<file path="config.mk">
export PLATFORM = sky130hd
export DESIGN_NAME = tagReadGen
export DESIGN_NICKNAME = d
export VERILOG_FILES = /design/src/rtl/tagReadPkg.sv /design/src/rtl/tagReadCtrl.sv /design/src/rtl/tagReadDatapath.sv /design/src/rtl/tagReadGen.sv
export SDC_FILE = /design/constraint.sdc
export NUM_CORES = 1
export LEC_CHECK = 0
export BUFFER_PORTS_ARGS = -buffer_cell sky130_fd_sc_hd__buf_2
export CAP_MARGIN = 20
export CORE_UTILIZATION = 61
export DETAILED_ROUTE_END_ITERATION = 10
export PLACE_DENSITY = 0.79
export SKIP_CTS_REPAIR_TIMING = 1
export SYNTH_ARGS = -nofsm -noshare
export SYNTH_HDL_FRONTEND = slang
export SYNTH_SLANG_ARGS = --single-unit
</file>
<file path="constraint.sdc">
create_clock -name clk -period 6.6 [get_ports clk]
set_clock_uncertainty 0.15 [all_clocks]
set_input_delay 0.99 -clock clk [delete_from_list [all_inputs] [get_ports clk]]
set_output_delay 0.99 -clock clk [all_outputs]
set_load 0.01 [all_outputs]
</file>
<file path="src/rtl/tagReadPkg.sv">
package tagReadPkg;

  // Strobes from the pool control to the address datapath
  typedef struct packed {
    logic issue;   // request accepted this cycle: store address, step LFSR
    logic take;    // response accepted this cycle: look up address
  } tagStrobe_t;

  function automatic logic [31:0] galoisStep(input logic [31:0] s, input logic [31:0] taps);
    return (s >> 1) ^ (s[0] ? taps : 32'h0);
  endfunction

endpackage

</file>
<file path="src/rtl/tagReadCtrl.sv">
module tagReadCtrl
  import tagReadPkg::*;
#(
  parameter int NUM_TAGS = 16
) (
  input  logic                        clk,
  input  logic                        rstN,
  input  logic                        enable,
  input  logic                        cfgLoad,
  input  logic [$clog2(NUM_TAGS):0]   cfgTagCount,
  input  logic                        reqReady,
  input  logic                        rspValid,
  input  logic [$clog2(NUM_TAGS)-1:0] rspIdx,
  output logic                        reqValid,
  output logic [$clog2(NUM_TAGS)-1:0] headTag,
  output tagStrobe_t                  strobe
);
  localparam int IDX_W = $clog2(NUM_TAGS);
  localparam int CNT_W = IDX_W + 1;
  localparam logic [CNT_W-1:0] FULL = CNT_W'(NUM_TAGS);

  // Fresh tags 0..limit-1 are handed out from a counter; returned tags
  // queue in a ring. Together they behave as a FIFO filled with 0..N-1.
  logic [CNT_W-1:0] freshNext, freshLimit, retCount;
  logic [IDX_W-1:0] retMem [NUM_TAGS];
  logic [IDX_W-1:0] wrPtr, rdPtr;
  logic             pendValid;
  logic [IDX_W-1:0] pendTag;

  logic freshAvail, retAvail, reload, pushRet, popRet;
  logic [CNT_W-1:0] loadLimit;

  assign freshAvail = freshNext < freshLimit;
  assign retAvail   = retCount != '0;
  assign headTag    = freshAvail ? freshNext[IDX_W-1:0] : retMem[rdPtr];
  assign reqValid   = enable && (freshAvail || retAvail);
  assign reload     = cfgLoad && !enable;
  assign loadLimit  = (cfgTagCount > FULL) ? FULL : cfgTagCount;

  assign strobe.issue = reqValid && reqReady;
  assign strobe.take  = rspValid;

  assign pushRet = pendValid && !reload;
  assign popRet  = strobe.issue && !freshAvail;

  always_ff @(posedge clk) begin
    if (!rstN) begin
      freshNext  <= '0;
      freshLimit <= FULL;
      retCount   <= '0;
      wrPtr      <= '0;
      rdPtr      <= '0;
      pendValid  <= 1'b0;
      pendTag    <= '0;
    end else if (reload) begin
      freshNext  <= '0;
      freshLimit <= loadLimit;
      retCount   <= '0;
      wrPtr      <= '0;
      rdPtr      <= '0;
      pendValid  <= 1'b0;
      pendTag    <= rspIdx;
    end else begin
      if (strobe.issue && freshAvail) freshNext <= freshNext + 1'b1;
      if (pushRet) begin
        retMem[wrPtr] <= pendTag;
        wrPtr         <= wrPtr + 1'b1;
      end
      if (popRet) rdPtr <= rdPtr + 1'b1;
      case ({pushRet, popRet})
        2'b10:   retCount <= retCount + 1'b1;
        2'b01:   retCount <= retCount - 1'b1;
        default: retCount <= retCount;
      endcase
      pendValid <= rspValid;
      pendTag   <= rspIdx;
    end
  end

endmodule

</file>
<file path="src/rtl/tagReadDatapath.sv">
module tagReadDatapath
  import tagReadPkg::*;
#(
  parameter int          NUM_TAGS  = 16,
  parameter int          ADDR_W    = 34,
  parameter int          ALIGN_W   = 4,
  parameter logic [31:0] LFSR_TAPS = 32'h80200003,
  parameter logic [31:0] LFSR_SEED = 32'h1
) (
  input  logic                        clk,
  input  logic                        rstN,
  input  tagStrobe_t                  strobe,
  input  logic [$clog2(NUM_TAGS)-1:0] headTag,
  input  logic [$clog2(NUM_TAGS)-1:0] rspIdx,
  output logic [ADDR_W-1:0]           reqAddr,
  output logic                        doneValid,
  output logic [ADDR_W-1:0]           doneAddr
);
  localparam int HI_W = ADDR_W - ALIGN_W;

  logic [31:0]     lfsr;
  logic [HI_W-1:0] addrTab [NUM_TAGS];
  logic [HI_W-1:0] doneHi;

  always_ff @(posedge clk) begin
    if (!rstN) begin
      lfsr      <= LFSR_SEED;
      doneValid <= 1'b0;
      doneHi    <= '0;
    end else begin
      if (strobe.issue) begin
        addrTab[headTag] <= lfsr[HI_W-1:0];
        lfsr             <= galoisStep(lfsr, LFSR_TAPS);
      end
      doneValid <= strobe.take;
      if (strobe.take) doneHi <= addrTab[rspIdx];
    end
  end

  generate
    if (ALIGN_W == 0) begin : g_noAlign
      assign reqAddr  = lfsr[HI_W-1:0];
      assign doneAddr = doneHi;
    end else begin : g_align
      assign reqAddr  = {lfsr[HI_W-1:0], {ALIGN_W{1'b0}}};
      assign doneAddr = {doneHi, {ALIGN_W{1'b0}}};
    end
    if (HI_W < 32) begin : g_lfsrSpare
      logic unusedLfsrHi;
      assign unusedLfsrHi = ^lfsr[31:HI_W];
    end
  endgenerate

endmodule

</file>
<file path="src/rtl/tagReadGen.sv">
module tagReadGen
  import tagReadPkg::*;
#(
  parameter int          NUM_TAGS  = 16,
  parameter int          TAG_W     = 11,
  parameter int          ADDR_W    = 34,
  parameter int          ALIGN_W   = 4,
  parameter logic [31:0] LFSR_TAPS = 32'h80200003,
  parameter logic [31:0] LFSR_SEED = 32'h1
) (
  input  logic                      clk,
  input  logic                      rstN,
  input  logic                      enable,
  input  logic                      cfgLoad,
  input  logic [$clog2(NUM_TAGS):0] cfgTagCount,
  output logic                      reqValid,
  input  logic                      reqReady,
  output logic [TAG_W-1:0]          reqTag,
  output logic [ADDR_W-1:0]         reqAddr,
  input  logic                      rspValid,
  input  logic [TAG_W-1:0]          rspTag,
  output logic                      doneValid,
  output logic [ADDR_W-1:0]         doneAddr
);
  localparam int IDX_W = $clog2(NUM_TAGS);

  tagStrobe_t       strobe;
  logic [IDX_W-1:0] headTag;
  logic [IDX_W-1:0] rspIdx;
  logic             unusedTagHi;

  assign rspIdx      = rspTag[IDX_W-1:0];
  assign unusedTagHi = ^rspTag[TAG_W-1:IDX_W];
  assign reqTag      = {{(TAG_W-IDX_W){1'b0}}, headTag};

  tagReadCtrl #(.NUM_TAGS(NUM_TAGS)) i_ctrl (
    .clk(clk), .rstN(rstN), .enable(enable), .cfgLoad(cfgLoad),
    .cfgTagCount(cfgTagCount), .reqReady(reqReady), .rspValid(rspValid),
    .rspIdx(rspIdx), .reqValid(reqValid), .headTag(headTag), .strobe(strobe)
  );

  tagReadDatapath #(
    .NUM_TAGS(NUM_TAGS), .ADDR_W(ADDR_W), .ALIGN_W(ALIGN_W),
    .LFSR_TAPS(LFSR_TAPS), .LFSR_SEED(LFSR_SEED)
  ) i_data (
    .clk(clk), .rstN(rstN), .strobe(strobe), .headTag(headTag),
    .rspIdx(rspIdx), .reqAddr(reqAddr), .doneValid(doneValid),
    .doneAddr(doneAddr)
  );

endmodule

</file>
==> results of run 1 <==
## how the worst max path moves through the flow
stage / endpoint
2_1_floorplan: i_data.addrTab[13][0]
3_5_place_dp: i_data.addrTab[9][23]
5_1_grt: reqTag[3]
6_report: reqTag[3]
4_1_cts: reqTag[3]
3_3_place_gp: i_data.addrTab[8][23]
## cells by family after synthesis
family	synth area share [%]
xor gates and xnor gates	0.523
adders and majority gates	0.648
AOI/OAI and AO/OA	2.25
buffers and inverters	2.78
muxes	16.7
and+or+nand+nor	4.46
other	0.0149
DFF	72.6
## per-stage QoR
stage,hold slack (ns),instances,instance area (sq um),util (%),setup slack [ns]
6_report,0.329,1957,27800,69.2,2.08
3_5_place_dp,0.312,1846,25900,64.5,2.44
2_1_floorplan,0.291,1324,25200,-,1.91
5_1_grt,0.355,1957,27800,69.2,1.95
4_1_cts,0.329,1957,27800,69.2,2.09
3_3_place_gp,0.303,1846,25900,64.5,2.50
## final cells by class
class | instances | area, sq um | area share, %
flip-flops and latches | 639 | 18200 | 65.6
multi-input cells | 558 | 6320 | 22.7
clock buffers | 90 | 1710 | 6.13
well taps | 525 | 657 | 2.36
repair buffers | 109 | 654 | 2.35
clock inverters | 21 | 190 | 0.684
inverters | 15 | 56.3 | 0.202
## power groups by stage
stage          logic (W)  registers (W)  clock network (W)
2_1_floorplan   0.000211        0.00447                  0
3_3_place_gp    0.000286        0.00447                  0
3_5_place_dp    0.000290        0.00448                  0
4_1_cts         0.000293        0.00439            0.00335
5_1_grt         0.000311        0.00439            0.00350
6_report        0.000290        0.00439            0.00332
## flip-flops by register name, indices dropped and copies added, names as in the netlist, named ones only
name and flops:
i_data.doneHi 30, i_data.addrTab 480, i_ctrl.wrPtr 4, i_ctrl.pendTag 4
i_ctrl.freshLimit 5, i_ctrl.rdPtr 4, i_ctrl.retCount 5, i_ctrl.freshNext 5
i_ctrl.retMem 64, i_data.lfsr 32, i_data.doneValid 1, i_ctrl.pendValid 1
## placed cells by master, fill, tap and decap left out, types with 9 or more instances in the layout
cell,count
a21boi_0,30
a21oi_1,11
and2_1,9
buf_2,78
buf_4,28
clkbuf_1,22
clkbuf_16,61
conb_1,15
dfxtp_1,95
edfxtp_1,544
ha_1,13
inv_1,15
mux2i_1,45
mux4_2,157
nand2_1,87
nor2_1,40
nor2b_1,38
## per-layer routing
layer  GRT usage (%)  wire (um)
met5               0          0
met4            7.96       1100
met3            3.83       3460
met2            42.5      26000
met1            34.6      20500
## worst reg2reg max path: cells and delay by family, from the launching register on
kind,cells,cell delay [ns]
AND/OR/NAND/NOR,3,1.06
flip-flops,1,0.38
buffers and inverters,1,0.41
adder cells (fa/ha/maj),1,0.33
multiplexers,1,0.66
AO/OA/AOI/OAI,2,0.95
==> impl_results.md, run 1 <==
* CTS clk-pin slew, worst paths at around 0.060 ns
* Final Hold Fails at 0
* Final Setup Violations at 0
* Slew of the pin with the lowest slew margin at approximately 1.1 ns
* Vias in the first global route at 12600
* Synth area leader: edfxtp_1
* PD cells at between 200 and 300 nW/um^2
* Max Fclk at 221 MHz
* Largest net degree at the start of global routing at 75
* RSZ-0062 raised after global routing: no
* CTS sink count at 639
* Startpoint types: register
* Max stage delay cell, worst path: a21o_1
* CP Data Arrival Time at between 3 and 4 ns
* Post-synthesis sequential area ratio at approximately 73%
* Switching Share at 20.1%
* Mean post-synth cell area at 19.2 sq um
* Post-synth top cells: 544 x edfxtp_1, 157 x mux4_2, 95 x dfxtp_1
* Most frequent cell after synthesis: edfxtp_1
* Wire length per cell at 26.1 um
* Reg2Reg Capture Point: i_data.addrTab[9][1]
* Maximum VDD drop at ~0.23 mV
* Switch Pwr at ~0.0016 W
* Die Area at roughly 42000 sq um
* Worst Path Required at approximately 5.5 ns
* TritonCTS clock tree: built
* NumNets Final at 1417
* # fillers at ~2400
* Worst-path fanout max at 19
* Yosys reg bits at 639
* Internal at around 0.0064 W
* Critical path buffer and inverter count at 1
* Hold Path Origin: i_data.lfsr[30]
* Cells after synthesis at 1310
* N_diodes at 0
* Post-synth cell types at 62
* Initial core utilization at 62.5%
* Port bufs at 80
* I/O pin count at about 100
* Reg2reg setup slack at 2.36 ns
* Worst Hold Class: register to register
* DP HPWL at 27.8 mm
* Crit Path Category: register to primary output
* Clock Power Share at 41.5%
* Status: complete, no violations
* Dominant cells by area after synthesis: edfxtp_1 65%, mux4_2 14%, dfxtp_1 7.6%
* FF-to-FF path depth at 8
* Post-synth ARST share at 0%
* Delay of the slowest critical-path stage at around 0.66 ns
* H-tree depth at 2
* Max Transition Viols Final at 0
* Max cap viols at 0
* Worst Hold Depth at 2
* CTS max path bufs at 3
* Tot Pwr at ~0.008 W
* Clk_lat worst skew at about 0.61 ns
* Layout cells sized above 1 at 26.3%
* Synth-to-Final Area Change at 10.8%
* Global Route Usage Sum at 25.3%
* Yosys top cell area share at 65.1%
* Number of vias per cell at ~6.3
* Post-route ant nets at 0
* Max-slew headroom at the worst pin at 27.0%
* Die H at slightly above 200 um
* Mapped Area at 25100 sq um
* Core area at 40200 sq um
* First-pass GRT wire length at between 70 and 80 mm
* Setup TNS at 0 ns
* Chip width at 205 um
* Flop pwr share at 54.9%
* Antenna violations before repair at 0
* DRT iter0 DRCs at 1155
* Worst Setup SP: i_ctrl.freshNext[2]
* Tcrit/Tclk final at between 60% and 70%
* Post-route DRC at 0
* CP top delay family: compound AO/OA/AOI/OAI gates
* Critical path endpoint category: primary output
* Site Rows at 73
* Gpl congestion at between 0.7 and 0.8
* Vias at between 10000 and 15000
* Tmin final at around 4.5 ns
* Worst path depth at 7
* R2r startpoint: i_ctrl.freshNext[2]
* Leak at between 9 and 10 nW
* Hold EP: i_data.lfsr[29]
* Critical-path cell list: ha_1 > nand2_1 > o21ai_1 > a21o_1 > nor2_1 > a21oi_1 > buf_2
* Root buf cell: clkbuf_16
* CTS Buf Count at roughly 60
* Combinational share of power at 3.6%
* Grt ovf at 0
* Drt first pass iters at 5
* Drt total wl at 51.1 mm
* Ys flop type: edfxtp_1
* Post-synth EDFFs at 544
* Syn. warnings at 0
(Power assumes the default switching activity.)
==> run 2, diff against run 1 <==
==> constraint.sdc (replaced) <==
create_clock -name clk -period 4.6 [get_ports clk]
set_clock_uncertainty 0.15 [all_clocks]
set_input_delay 0.69 -clock clk [delete_from_list [all_inputs] [get_ports clk]]
set_output_delay 0.69 -clock clk [all_outputs]
set_load 0.01 [all_outputs]
==> run 2 against run 1 <==
  * Worst hold slack got worse by 0.093 ns
  * Cell count increased by 0.66%
  * Cell area increased by 0.85%
  * Clock-buffer cell count decreased by 9
  * Clock power increased by 50%
  * Register-to-register slack got worse by 1.8 ns
  * Critical path depth unchanged
  * Sequential cell count unchanged
  * Power increased by 46%
  * Critical endpoint unchanged
  * Highest routed layer unchanged
==> impl_results.md, run 2 (same netlist as run 1, synthesis figures left out) <==
* RSZ-0062 raised after global routing: no
* Initial core utilization at between 60% and 70%
* Largest net degree at the start of global routing at 54
* Switching Share at 20.1%
* M3 GR Usage at under 10%
* Placed insts at 1859
* Drt total wl at around 50 mm
* Max Fclk at 240 MHz
* Grt met2 use at 40.7%
* FF-to-FF path depth at 8
* Tmin final at 4.16 ns
* Synth-to-Final Area Change at 11.8%
* Slew of the pin with the lowest slew margin at approximately 1.2 ns
* Global Route Usage Sum at 25.0%
* Fin cells at 1970
* Gpl congestion at 0.760
* Antenna violations before repair at 0
* Worst Hold Depth at 3
* Pre-CTS setup slack at 0.690 ns
* Worst-path fanout max at 19
* Drt first pass iters at 5
* Switch Pwr at 0.00235 W
* Vias in the first global route at 12500
* DP HPWL at 28.4 mm
* Port bufs at 80
* Setup TNS at 0 ns
* Max-slew headroom at the worst pin at 20.2%
* CTS max path bufs at 3
* Layout cells sized above 1 at between 20% and 30%
* Startpoint types: register
* Leading cell type in the layout, fill and taps excluded: edfxtp_1
* Placed cell areas at 26000 sq um
* Vias at about 12000
* Final Setup Violations at 0
* Top flop regs: i_data.addrTab x480, i_ctrl.retMem x64, i_data.lfsr x32
* Reg with most FFs: i_data.addrTab
* Die Area at between 40000 and 50000 sq um
* Internal at roughly 0.0094 W
* Final Hold Fails at 0
* Post-route DRC at 0
* Finished Cell Area at 28100 sq um
* Site Rows at 73
* Final WS setup at 0.436 ns
* Max Transition Viols Final at 0
* Root buf cell: clkbuf_16
* Post-route ant nets at 0
* Grt ovf at 0
* Worst Path Required at 3.76 ns
* First-pass GRT wire length at 76.1 mm
* H-tree depth at 2
* Final core occ at 69.8%
* Wire length per cell at 25.8 um
* Status: complete, no violations
* DRT iter0 DRCs at 1131
* Worst Hold Class: primary input to register
* TritonCTS clock tree: built
* Tcrit/Tclk final at just over 90%
* Number of vias per cell at 6.22
* CTS Buf Count at between 50 and 60
* PD cells at 417 nW/um^2
* Die H at 205 um
* CP Data Arrival Time at 3.32 ns
* Crit Path Category: register to primary output
* N_diodes at 0
* Max reg flops at 480
* Most used routing layer: met2
* Critical path endpoint category: primary output
* Most frequent cells in the layout: 544 x edfxtp_1, 157 x mux4_2, 95 x dfxtp_1
* I/O pin count at 103
* Max cap viols at 0
* Combinational share of power at 3.6%
* CTS clk-pin slew, worst paths at 0.06 ns
* Clock Power Share at between 40% and 50%
* Leak at around 9.4 nW
* Flop pwr share at 53.8%
* NumNets Final at 1430
* CTS sink count at 639
* Core area at 40200 sq um
* Chip width at between 200 and 250 um
* Clk_lat worst skew at 0.61 ns
* M1 GR Usage at 34.2%
* Maximum VDD drop at 0.350 mV
==> run 2: final cells by class <==
class                           count  area (sq um)
Clock buffer                       81          1690
Sequential cell                   639         18200
Multi-Input combinational cell    558          6350
Timing Repair Buffer              122           752
Inverter                           15          56.3
Fill cell                        2390         12100
Tap cell                          525           657
Clock inverter                     30           313
==> run 2: critical path: stages, from the launching register on <==
cell,delay [ns]
dfxtp_1,0.38
ha_1,0.32
nand2_1,0.05
o21ai_1,0.29
a21o_1,0.69
nor2_1,0.24
a21oi_2,0.47
buf_2,0.26
==> run 2: power by group through the flow <==
| stage | combinational [W] | sequential, W | clock, W |
|---|---|---|---|
| 2_1_floorplan | 0.000304 | 0.00642 | 0 |
| 3_3_place_gp | 0.000418 | 0.00642 | 0 |
| 3_5_place_dp | 0.000424 | 0.00642 | 0 |
| 4_1_cts | 0.000428 | 0.00630 | 0.00505 |
| 5_1_grt | 0.000455 | 0.00630 | 0.00525 |
| 6_report | 0.000424 | 0.00630 | 0.00498 |
==> run 2: metal layers <==
metal / up-vias / routed length [um]
met1: 6315 / 20500
met5: - / 0
met4: 0 / 1460
li1: 5324 / -
met3: 108 / 3490
met2: 512 / 25400
==> run 2: path summary, 6_finish.rpt <==
path	startpoint	slack (ns)	endpoint
worst max register to register	i_ctrl.freshNext[2]	0.56	i_data.addrTab[11][24]
worst min-delay path	cfgTagCount[4]	0.24	i_ctrl.freshLimit[4]
worst min register to register	i_data.lfsr[31]	0.32	i_data.lfsr[30]
worst max-delay path	i_ctrl.freshNext[2]	0.44	reqTag[3]
==> run 2: through the flow <==
stage / total power [W] / hold WS (ns)
after floorplan: 0.00672 / 0.291
after global routing: 0.0120 / 0.238
final: 0.0117 / 0.236
after CTS: 0.0118 / 0.209
after detailed placement: 0.00684 / 0.312
after global placement: 0.00683 / 0.299
